--- src/rtl/tfr_pkg.sv ---
package tfr_pkg;
   typedef enum logic [3:0] {
      ACC_NONE, ACC_DATA, ACC_ERRPC, ACC_SCNT, ACC_SNUM, ACC_CYLLO,
      ACC_CYLHI, ACC_DRVHD, ACC_STATCMD, ACC_ALTDEV, ACC_DADDR
   } acc_e;

   localparam logic [7:0] ERR_INIT  = 8'h01;
   localparam logic [7:0] SCNT_INIT = 8'h01;
   localparam logic [7:0] SNUM_INIT = 8'h01;
   localparam logic [7:0] CYL_INIT  = 8'h00;
   localparam int unsigned DEVCTL_SRST_BIT = 2;
   localparam int unsigned DEVCTL_NIEN_BIT = 1;
   localparam int unsigned DH_DRV_BIT      = 4;

   function automatic logic is_cmd_blk(acc_e a);
      return (a == ACC_DATA) || (a == ACC_ERRPC) || (a == ACC_SCNT) ||
             (a == ACC_SNUM) || (a == ACC_CYLLO) || (a == ACC_CYLHI) ||
             (a == ACC_DRVHD) || (a == ACC_STATCMD);
   endfunction
endpackage

--- src/rtl/tfr_strobe.sv ---
module tfr_strobe #(
   parameter int unsigned STAGES = 2
) (
   input  logic clk,
   input  logic rst_n,
   input  logic strobe_n,
   output logic rise,
   output logic fall
);
   logic [STAGES-1:0] chain;
   logic              prev;

   generate
      if (STAGES < 2) begin : g_bad
         $error("tfr_strobe needs at least two synchronizer stages");
      end
   endgenerate

   always_ff @(posedge clk or negedge rst_n) begin
      if (!rst_n) begin
         chain <= '1;
         prev  <= 1'b1;
      end else begin
         chain <= {chain[STAGES-2:0], strobe_n};
         prev  <= chain[STAGES-1];
      end
   end

   assign rise = chain[STAGES-1] & ~prev;
   assign fall = ~chain[STAGES-1] & prev;
endmodule

--- src/rtl/tfr_decode.sv ---
module tfr_decode
   import tfr_pkg::*;
(
   input  logic       cs_cmd_n,
   input  logic       cs_ctl_n,
   input  logic [2:0] addr,
   output acc_e       acc
);
   always_comb begin
      acc = ACC_NONE;
      if (!cs_cmd_n && cs_ctl_n) begin
         case (addr)
            3'd0:    acc = ACC_DATA;
            3'd1:    acc = ACC_ERRPC;
            3'd2:    acc = ACC_SCNT;
            3'd3:    acc = ACC_SNUM;
            3'd4:    acc = ACC_CYLLO;
            3'd5:    acc = ACC_CYLHI;
            3'd6:    acc = ACC_DRVHD;
            default: acc = ACC_STATCMD;
         endcase
      end else if (cs_cmd_n && !cs_ctl_n) begin
         if (addr == 3'd6)      acc = ACC_ALTDEV;
         else if (addr == 3'd7) acc = ACC_DADDR;
      end
   end
endmodule

--- src/rtl/tfr_regs.sv ---
module tfr_regs
   import tfr_pkg::*;
#(
   parameter int unsigned DW     = 16,
   parameter int unsigned RW     = 8,
   parameter int unsigned HEAD_W = 4
) (
   input  logic              clk,
   input  logic              rst_n,
   input  acc_e              acc,
   input  logic              wr_rise,
   input  logic              rd_fall,
   input  logic [DW-1:0]     wdata,
   input  logic              busy,
   input  logic              ld,
   input  logic [RW-1:0]     ld_scnt,
   input  logic [RW-1:0]     ld_snum,
   input  logic [2*RW-1:0]   ld_cyl,
   input  logic [HEAD_W-1:0] ld_head,
   input  logic [RW-1:0]     ld_err,
   output logic [RW-1:0]     err_q,
   output logic [RW-1:0]     scnt_q,
   output logic [RW-1:0]     snum_q,
   output logic [2*RW-1:0]   cyl_q,
   output logic              drv_q,
   output logic [HEAD_W-1:0] head_q,
   output logic              srst_q,
   output logic              nien_q,
   output logic              cmd_stb,
   output logic [RW-1:0]     cmd_code,
   output logic              dp_wr_stb,
   output logic [DW-1:0]     dp_wdata,
   output logic              dp_rd_stb
);
   logic host_wr_ok;
   assign host_wr_ok = wr_rise && !busy && !srst_q && is_cmd_blk(acc);

   always_ff @(posedge clk or negedge rst_n) begin
      if (!rst_n) begin
         srst_q <= 1'b0;
         nien_q <= 1'b0;
      end else if (wr_rise && acc == ACC_ALTDEV) begin
         srst_q <= wdata[DEVCTL_SRST_BIT];
         nien_q <= wdata[DEVCTL_NIEN_BIT];
      end
   end

   always_ff @(posedge clk or negedge rst_n) begin
      if (!rst_n) begin
         err_q  <= ERR_INIT;
         scnt_q <= SCNT_INIT;
         snum_q <= SNUM_INIT;
         cyl_q  <= {CYL_INIT, CYL_INIT};
         drv_q  <= 1'b0;
         head_q <= '0;
      end else if (srst_q) begin
         err_q  <= ERR_INIT;
         scnt_q <= SCNT_INIT;
         snum_q <= SNUM_INIT;
         cyl_q  <= {CYL_INIT, CYL_INIT};
         drv_q  <= 1'b0;
         head_q <= '0;
      end else if (ld) begin
         err_q  <= ld_err;
         scnt_q <= ld_scnt;
         snum_q <= ld_snum;
         cyl_q  <= ld_cyl;
         head_q <= ld_head;
      end else if (host_wr_ok) begin
         case (acc)
            ACC_SCNT:  scnt_q <= wdata[RW-1:0];
            ACC_SNUM:  snum_q <= wdata[RW-1:0];
            ACC_CYLLO: cyl_q[RW-1:0] <= wdata[RW-1:0];
            ACC_CYLHI: cyl_q[2*RW-1:RW] <= wdata[RW-1:0];
            ACC_DRVHD: begin
               drv_q  <= wdata[DH_DRV_BIT];
               head_q <= wdata[HEAD_W-1:0];
            end
            default: ;
         endcase
      end
   end

   always_ff @(posedge clk or negedge rst_n) begin
      if (!rst_n) begin
         cmd_stb   <= 1'b0;
         cmd_code  <= '0;
         dp_wr_stb <= 1'b0;
         dp_wdata  <= '0;
         dp_rd_stb <= 1'b0;
      end else begin
         cmd_stb   <= host_wr_ok && acc == ACC_STATCMD;
         dp_wr_stb <= host_wr_ok && acc == ACC_DATA;
         dp_rd_stb <= rd_fall && !busy && acc == ACC_DATA;
         if (host_wr_ok && acc == ACC_STATCMD) cmd_code <= wdata[RW-1:0];
         if (host_wr_ok && acc == ACC_DATA)    dp_wdata <= wdata;
      end
   end
endmodule

--- src/rtl/tfr_bank.sv ---
module tfr_bank
   import tfr_pkg::*;
#(
   parameter int unsigned DW          = 16,
   parameter int unsigned RW          = 8,
   parameter int unsigned HEAD_W      = 4,
   parameter int unsigned SYNC_STAGES = 2
) (
   input  logic              clk,
   input  logic              rst_n,
   input  logic              host_cs_cmd_n,
   input  logic              host_cs_ctl_n,
   input  logic [2:0]        host_addr,
   input  logic              host_rd_n,
   input  logic              host_wr_n,
   input  logic [DW-1:0]     host_din,
   output logic [DW-1:0]     host_dout,
   output logic [DW-1:0]     host_oe,
   output logic              host_cs16_n,
   input  logic [RW-1:0]     ctl_status,
   input  logic              ctl_wgate_n,
   input  logic              ctl_load,
   input  logic [RW-1:0]     ctl_scnt,
   input  logic [RW-1:0]     ctl_snum,
   input  logic [2*RW-1:0]   ctl_cyl,
   input  logic [HEAD_W-1:0] ctl_head,
   input  logic [RW-1:0]     ctl_err,
   input  logic [DW-1:0]     dp_rdata,
   output logic              dp_rd_stb,
   output logic              dp_wr_stb,
   output logic [DW-1:0]     dp_wdata,
   output logic              cmd_stb,
   output logic [RW-1:0]     cmd_code,
   output logic [RW-1:0]     scnt,
   output logic [RW-1:0]     snum,
   output logic [2*RW-1:0]   cyl,
   output logic              drv,
   output logic [HEAD_W-1:0] head,
   output logic              srst,
   output logic              nien
);
   localparam int unsigned HI_W = DW - RW;

   generate
      if (DW != 2 * RW) begin : g_bad_dw
         $error("data bus must be twice the register width");
      end
      if (RW != 8) begin : g_bad_rw
         $error("register width must be 8");
      end
      if (HEAD_W < 1 || HEAD_W > 4) begin : g_bad_head
         $error("head field must be 1 to 4 bits");
      end
   endgenerate

   acc_e          acc;
   logic          wr_rise, wr_fall, rd_rise, rd_fall;
   logic [RW-1:0] err_q;
   logic          busy;
   logic [RW-1:0] rd_byte;
   logic [RW-1:0] oe_lo;
   logic          hi_en;
   logic [3:0]    head4;

   assign busy  = ctl_status[RW-1];
   assign head4 = 4'(head);

   tfr_decode u_dec (
      .cs_cmd_n (host_cs_cmd_n),
      .cs_ctl_n (host_cs_ctl_n),
      .addr     (host_addr),
      .acc      (acc)
   );

   tfr_strobe #(.STAGES(SYNC_STAGES)) u_wr_sync (
      .clk (clk), .rst_n (rst_n), .strobe_n (host_wr_n),
      .rise (wr_rise), .fall (wr_fall)
   );

   tfr_strobe #(.STAGES(SYNC_STAGES)) u_rd_sync (
      .clk (clk), .rst_n (rst_n), .strobe_n (host_rd_n),
      .rise (rd_rise), .fall (rd_fall)
   );

   tfr_regs #(.DW(DW), .RW(RW), .HEAD_W(HEAD_W)) u_regs (
      .clk       (clk),
      .rst_n     (rst_n),
      .acc       (acc),
      .wr_rise   (wr_rise),
      .rd_fall   (rd_fall),
      .wdata     (host_din),
      .busy      (busy),
      .ld        (ctl_load),
      .ld_scnt   (ctl_scnt),
      .ld_snum   (ctl_snum),
      .ld_cyl    (ctl_cyl),
      .ld_head   (ctl_head),
      .ld_err    (ctl_err),
      .err_q     (err_q),
      .scnt_q    (scnt),
      .snum_q    (snum),
      .cyl_q     (cyl),
      .drv_q     (drv),
      .head_q    (head),
      .srst_q    (srst),
      .nien_q    (nien),
      .cmd_stb   (cmd_stb),
      .cmd_code  (cmd_code),
      .dp_wr_stb (dp_wr_stb),
      .dp_wdata  (dp_wdata),
      .dp_rd_stb (dp_rd_stb)
   );

   always_comb begin
      rd_byte = '0;
      oe_lo   = '1;
      hi_en   = 1'b0;
      if (busy && is_cmd_blk(acc)) begin
         rd_byte = ctl_status;
      end else begin
         case (acc)
            ACC_DATA: begin
               rd_byte = dp_rdata[RW-1:0];
               hi_en   = 1'b1;
            end
            ACC_ERRPC:   rd_byte = err_q;
            ACC_SCNT:    rd_byte = scnt;
            ACC_SNUM:    rd_byte = snum;
            ACC_CYLLO:   rd_byte = cyl[RW-1:0];
            ACC_CYLHI:   rd_byte = cyl[2*RW-1:RW];
            ACC_DRVHD:   rd_byte = {3'b101, drv, head4};
            ACC_STATCMD: rd_byte = ctl_status;
            ACC_ALTDEV:  rd_byte = ctl_status;
            ACC_DADDR: begin
               rd_byte = {1'b0, ctl_wgate_n, ~head4, ~drv, drv};
               oe_lo   = {1'b0, {(RW-1){1'b1}}};
            end
            default: oe_lo = '0;
         endcase
      end
   end

   assign host_dout   = {hi_en ? dp_rdata[DW-1:RW] : {HI_W{1'b0}}, rd_byte};
   assign host_oe     = host_rd_n ? '0 : {{HI_W{hi_en}}, oe_lo};
   assign host_cs16_n = !(acc == ACC_DATA && !busy);
endmodule

--- config.mk ---
export PLATFORM = sky130hd
export DESIGN_NAME = tfr_bank
export DESIGN_NICKNAME = d
export VERILOG_FILES = /design/src/rtl/tfr_pkg.sv /design/src/rtl/tfr_strobe.sv /design/src/rtl/tfr_decode.sv /design/src/rtl/tfr_regs.sv /design/src/rtl/tfr_bank.sv
export SDC_FILE = /design/constraint.sdc
export NUM_CORES = 1
export LEC_CHECK = 0
export BUFFER_PORTS_ARGS = -buffer_cell sky130_fd_sc_hd__buf_2
export CAP_MARGIN = 5
export CORE_MARGIN = 2
export CORE_UTILIZATION = 53
export CTS_BUF_LIST = sky130_fd_sc_hd__clkbuf_16
export CTS_CLUSTER_DIAMETER = 200
export DETAILED_ROUTE_END_ITERATION = 16
export PLACE_DENSITY_LB_ADDON = 0.15
export SYNTH_ARGS = -nofsm -noshare
export SYNTH_HDL_FRONTEND = slang
export SYNTH_HIERARCHICAL = 1
export SYNTH_SLANG_ARGS = --single-unit
--- constraint.sdc ---
create_clock -name clk -period 5.48 [get_ports clk]
set_clock_uncertainty 0.15 [all_clocks]
set_input_delay 0.274 -clock clk [delete_from_list [all_inputs] [get_ports clk]]
set_output_delay 0.274 -clock clk [all_outputs]
set_load 0.01 [all_outputs]
# Word-level counts from Yosys, hierarchy flattened

Cells that the tools add are included.
W data, S select, Z words.

Register bits after elaboration: 80
Output and inout port bits: 99

Multiplexer cells: 36
Eq/ne operators: 18
Reductions and logical operators: 42
Bitwise logic cells: 6

Operator list:

| operator             | count |
|---|---|
| $mux W8              | 15 |
| $pmux W8 S9          | 1 |
| $mux W16             | 4 |
| $mux W4              | 8 |
| $pmux W4 S7          | 1 |
| $reduce_bool A3 Y1   | 6 |
| $eq A4 B3 Y1 const B | 4 |
| $pmux W8 S2          | 1 |
| $eq A3 B3 Y1 const B | 4 |
| $eq A4 B4 Y1 const B | 3 |
| $logic_and A1 B1 Y1  | 12 |
| $reduce_and A2 Y1    | 5 |
| $reduce_or A9 Y1     | 1 |
| $eq A4 B2 Y1 const B | 2 |
| $logic_or A1 B1 Y1   | 7 |
| $eq A3 B2 Y1 const B | 2 |
| $mux W1              | 6 |
| $reduce_bool A2 Y1   | 3 |
| $logic_not A1 Y1     | 5 |
| $eq A4 B1 Y1 const B | 1 |
| $not A4 Y4           | 1 |
| $eq A3 B1 Y1 const B | 1 |
| $logic_not A3 Y1     | 1 |
| $not A1 Y1           | 3 |
| 4 further kinds      | 5 |

# Depth between registers and ports, before layout

Word-level depth: 17
Gate-level depth with buffers: 11
Depth with buffers taken out: 9

# Modules after synthesis

Netlist, hierarchy kept.

Modules (own cells, without submodules):

| module     | area each (um^2) | cells an instance | sequential area each (um^2) | times used |
|---|---|---|---|---|
| tfr_regs   | 3394.5           | 285               | 1855.5                      | 1 |
| tfr_bank   | 1002.2           | 144               | 0.0                         | 1 |
| tfr_strobe | 93.8             | 5                 | 78.8                        | 2 |
| tfr_decode | 162.7            | 22                | 0.0                         | 1 |

# Worst setup path before layout

Ideal clock, no wire load.

Path kind: input port to output port
Start point: input port host_addr[0]
End point: output port host_oe[1]
Arrival time: 2.764 ns
Slack: 2.292 ns
Buffers on the path: 2
Cell stages on the path: 8
Cells stage by stage: inv_1 > ha_1 > or3_1 > o32ai_2 > buf_2 > nor2_4 > a211oi_1 > buf_4

Longest elaborated chain between the ends: 16

Ends and longest elaborated chain:

| element                                      | RTL line                       | source |
|---|---|---|
| start, declared                              | tfr_bank.sv:13                 | `input logic [2:0] host_addr,` |
| $eq A3 B3 Y1                                 | tfr_decode.sv:24               | `else if (addr == 3'd7) acc = ACC_DADDR;` |
| $mux W4                                      | tfr_decode.sv:24               |  |
| $mux W4                                      | tfr_decode.sv:23               | `if (addr == 3'd6) acc = ACC_ALTDEV;` |
| $mux W4                                      | tfr_decode.sv:22               | `end else if (cs_cmd_n && !cs_ctl_n) begin` |
| $mux W4 *                                    | tfr_decode.sv:11               | `if (!cs_cmd_n && cs_ctl_n) begin` |
| via acc[3]                                   | tfr_bank.sv:56                 | `acc_e acc;` |
| $eq A4 B1 Y1 or $eq A4 B2 Y1 (tied branches) | tfr_pkg.sv:16, tfr_bank.sv:121 |  |
| $logic_or A1 B1 Y1 (3 in series)             | tfr_pkg.sv:16                  | `return (a == ACC_DATA) \|\| (a == ACC_ERRPC) \|\| (a == ACC_SCNT) \|\|` |
| $logic_or A1 B1 Y1 (3 in series)             | tfr_pkg.sv:17                  | `(a == ACC_SNUM) \|\| (a == ACC_CYLLO) \|\| (a == ACC_CYLHI) \|\|` |
| $logic_or A1 B1 Y1                           | tfr_pkg.sv:18                  | `(a == ACC_DRVHD) \|\| (a == ACC_STATCMD);` |
| $logic_and A1 B1 Y1                          | tfr_bank.sv:118                | `if (busy && is_cmd_blk(acc)) begin` |
| $mux W8 *                                    | tfr_bank.sv:118                |  |
| $mux W16 *                                   | tfr_bank.sv:144                | `assign host_oe = host_rd_n ? '0 : {{HI_W{hi_en}}, oe_lo};` |
| end, declared                                | tfr_bank.sv:18                 | `output logic [DW-1:0] host_oe,` |

The timed path passes the listed nets; every way through them passes the cells marked *.

# Worst setup path after layout

Start point: input port host_addr[0]
End point: output port host_dout[3]

Longest elaborated chain between the ends: 15

Ends and longest elaborated chain:

| element                                      | RTL line                       | source |
|---|---|---|
| $eq A3 B3 Y1                                 | tfr_decode.sv:24               |  |
| $mux W4                                      | tfr_decode.sv:24               |  |
| $mux W4                                      | tfr_decode.sv:23               |  |
| $mux W4                                      | tfr_decode.sv:22               |  |
| $mux W4 *                                    | tfr_decode.sv:11               |  |
| via acc[3]                                   | tfr_bank.sv:56                 |  |
| $eq A4 B1 Y1 or $eq A4 B2 Y1 (tied branches) | tfr_pkg.sv:16, tfr_bank.sv:121 |  |
| $logic_or A1 B1 Y1 (3 in series)             | tfr_pkg.sv:16                  |  |
| $logic_or A1 B1 Y1 (3 in series)             | tfr_pkg.sv:17                  |  |
| $logic_or A1 B1 Y1                           | tfr_pkg.sv:18                  |  |
| $logic_and A1 B1 Y1                          | tfr_bank.sv:118                |  |
| $mux W8 *                                    | tfr_bank.sv:118                |  |
| end, declared                                | tfr_bank.sv:17                 | `output logic [DW-1:0] host_dout,` |

Marked as above.

==> flow_metrics.py <==
metrics = {
    "clock_tree": {
        "post-cts-setup-buffers": 0,
        "clk_latency_ns": 0.33,
        "clockBufferDepth": 2,
        "numCtsBuffers": 9,
        "htree_levels": 3,
        "tritoncts": "done",
        "clock_sinks": 80,
        "clkTransAtPathRegs_ns": 0.06,
        "cts_root_buf": "clkbuf_16",
    },
    "power_and_ir_drop": {
        "ir_worst_vdd_v": 0.000190,
        "fin_total_pwr_mw": 1.79,
        "pwr_density_cell_nw_per_um2": 300,
        "leakagePower_nw": 2.86,
    },
    "run_status": {
        "violations": "hold timing",
        "status": "complete, but fails checks",
    },
    "sta": {
        "holdWs_ns": -0.0362,
        "setup_viol": 0,
        "hold_viol": 42,
        "slew-limit-headroom_pct": 32.3,
        "fin_setup_tns_ns": 0,
        "slew_viol_final": 0,
        "timing.final.ws_setup_ns": 1.92,
        "fin_crit_ns": 3.56,
        "grt_setup_unrepaired": "no",
        "worst_pin_slew_ns": 1.02,
        "max_freq_mhz": 281,
        "period_share_pct": 65.0,
    },
    "floorplanning": {
        "die_w_um": 98.5,
        "floorplan.initialDensity_pct": 54.5,
        "coreArea_um2": 8680,
        "die_height_um": 98.5,
        "dieArea_um2": 9700,
        "io_pins": 194,
        "rows": 34,
    },
    "grt": {
        "track_usage_pct": 30.8,
        "gr-total-overflow": 0,
        "grt_pass1_wl_um": 23500,
        "grt_pass1_vias": 4412,
        "antenna_found_initial": 0,
        "grt_max_degree": 81,
    },
    "critical_path": {
        "timing.rr.start": "u_wr_sync/chain[1]$_DFF_PN1_",
        "worst-path-buf-inv": 3,
        "cpMostUsedCell": "buf_2",
        "arrival_ns": 3.14,
        "cp_max_fo": 15,
        "r2r_end": "u_regs/dp_wdata[12]$_DFFE_PN0P_",
        "endpoint_kind": "output pin",
        "r2r_cells": 5,
        "critPathKind": "in -> out",
        "r2r_slack_ns": 2.75,
        "critPathLaunch": "host_addr[0]",
        "cp_slowest_cell": "o32ai_4",
        "crit_path_start_kind": "input pin",
        "slowest_delay_ns": 0.65,
        "crit_cells": 11,
        "cp.required_ns": 5.06,
        "crit_end": "host_dout[3]",
        "crit_chain": "buf_2 > inv_1 > ha_1 > or3_1 > o32ai_4 > nor2b_1 > nand2_1 > a2bb2oi_1 > o22ai_1 > a221o_1 > buf_2",
        "critPathTopFamily": "compound AO/OA/AOI/OAI gates",
    },
    "synthesis": {
        "syn_avg_cell_area_um2": 10.3,
        "yosysWarnings": 6,
        "syn_inst": 459,
        "syn-cell-area_um2": 4730,
        "syn-num-nets": 558,
    },
    "routing": {
        "firstDrtPassIters": 5,
        "drtIter0Drc": 371,
        "finalWirelength_um": 15000,
        "route.detailed.drc": 0,
        "wl_per_cell_um": 20.5,
        "vias": 4555,
        "drtAntennaViolNets": 0,
        "via_per_inst": 6.20,
    },
    "final_layout": {
        "drive_above_1_share_pct": 42.1,
        "fillCellCount": 742,
        "layout.nets": 721,
        "area_growth_syn_to_layout_pct": 25.6,
        "num_antenna_cells": 0,
        "design_area_um2": 5940,
        "fin_util_pct": 68.5,
        "final_cells": 735,
    },
    "place": {
        "numPortBuffers": 193,
        "dp.cells": 717,
        "place.gp.congestion": 0.927,
        "dp_hpwl_um": 10900,
        "dp_slack_ns": 1.94,
        "placed_area_um2": 5650,
    },
    "job": {
        "max_cap_viol_count": 0,
    },
    "min_path": {
        "min_path_type": "in -> async",
    },
}
layer usage:
metal | wire (um) | global-route usage, %
met1 | 6200 | 42.1
met2 | 7260 | 49.9
met3 | 1290 | 5.74
met4 | 302 | 10.1
met5 | 0 | 0
placed cells by master (no fill, tap or decap), drive strengths merged, types with 4 or more instances in the layout:
master	count
mux2	30
dfstp	9
nand3	4
a221oi	6
clkbuf	9
a211oi	64
mux2i	11
ha	4
o22ai	5
a22oi	4
nor2b	21
a221o	4
and3b	5
a21o	5
a21oi	42
or3	4
o21ai	9
nand2b	4
buf	200
and2	9
nand2	7
a31oi	6
dfrtp	71
inv	19
nor2	19
power by group:
part	leakage [nW]	switching, mW	internal (mW)
registers	0.962	0.0783	0.685
clock network	0.135	0.240	0.307
logic	1.76	0.257	0.219
total	2.86	0.575	1.21
registers in the layout (all words and copies together), names as in the netlist:
name              count
u_regs/cmd_code       8
u_rd_sync/prev        1
u_regs/snum_q         8
u_regs/dp_wdata      16
u_regs/nien_q         1
u_regs/cyl_q         16
u_regs/dp_wr_stb      1
u_regs/head_q         4
u_regs/err_q          8
u_regs/scnt_q         8
u_rd_sync/chain       2
u_regs/cmd_stb        1
u_regs/dp_rd_stb      1
u_wr_sync/prev        1
u_wr_sync/chain       2
u_regs/srst_q         1
u_regs/drv_q          1
worst reg2reg max path: stages, from the launching register on:
cell	delay [ns]
dfstp_2	0.53
nor2b_1	0.28
nor4b_4	0.25
buf_4	0.40
nand2b_1	0.53
mux2_2	0.46
final cells by class:
| type | count | area (um2) | area share [%] |
|---|---|---|---|
| clock buffer | 9 | 225 | 3.79 |
| clock inverter | 7 | 46.3 | 0.779 |
| inverter | 16 | 60.1 | 1.01 |
| multi-input combinational | 313 | 2420 | 40.8 |
| sequential | 80 | 2010 | 33.9 |
| tap | 108 | 135 | 2.27 |
| timing repair buffer | 202 | 1040 | 17.5 |
worst min path at each step:
| stage | from | endpoint | slack (ns) |
|---|---|---|---|
| global route | host_din[15] | u_regs/dp_wdata[15]$_DFFE_PN0P_ | 0.01 |
| detailed placement | u_wr_sync/chain[0]$_DFF_PN1_ | u_wr_sync/chain[1]$_DFF_PN1_ | 0.20 |
| CTS | rst_n | u_regs/dp_wdata[15]$_DFFE_PN0P_ | 0.0007 |
| global placement | u_wr_sync/chain[0]$_DFF_PN1_ | u_wr_sync/chain[1]$_DFF_PN1_ | 0.20 |
| floorplan | rst_n | u_regs/cmd_code[0]$_DFFE_PN0P_ | -0.17 |
| finish | rst_n | u_regs/dp_wdata[15]$_DFFE_PN0P_ | -0.04 |
what timing repair did:
| item | CTS | global route |
|---|---|---|
| hold endpoints to repair | 2 | 0 |
| hold buffers | 2 | 0 |
| gates resized for setup | 0 | 0 |
Note: power is estimated with default switching activity, not from simulation.
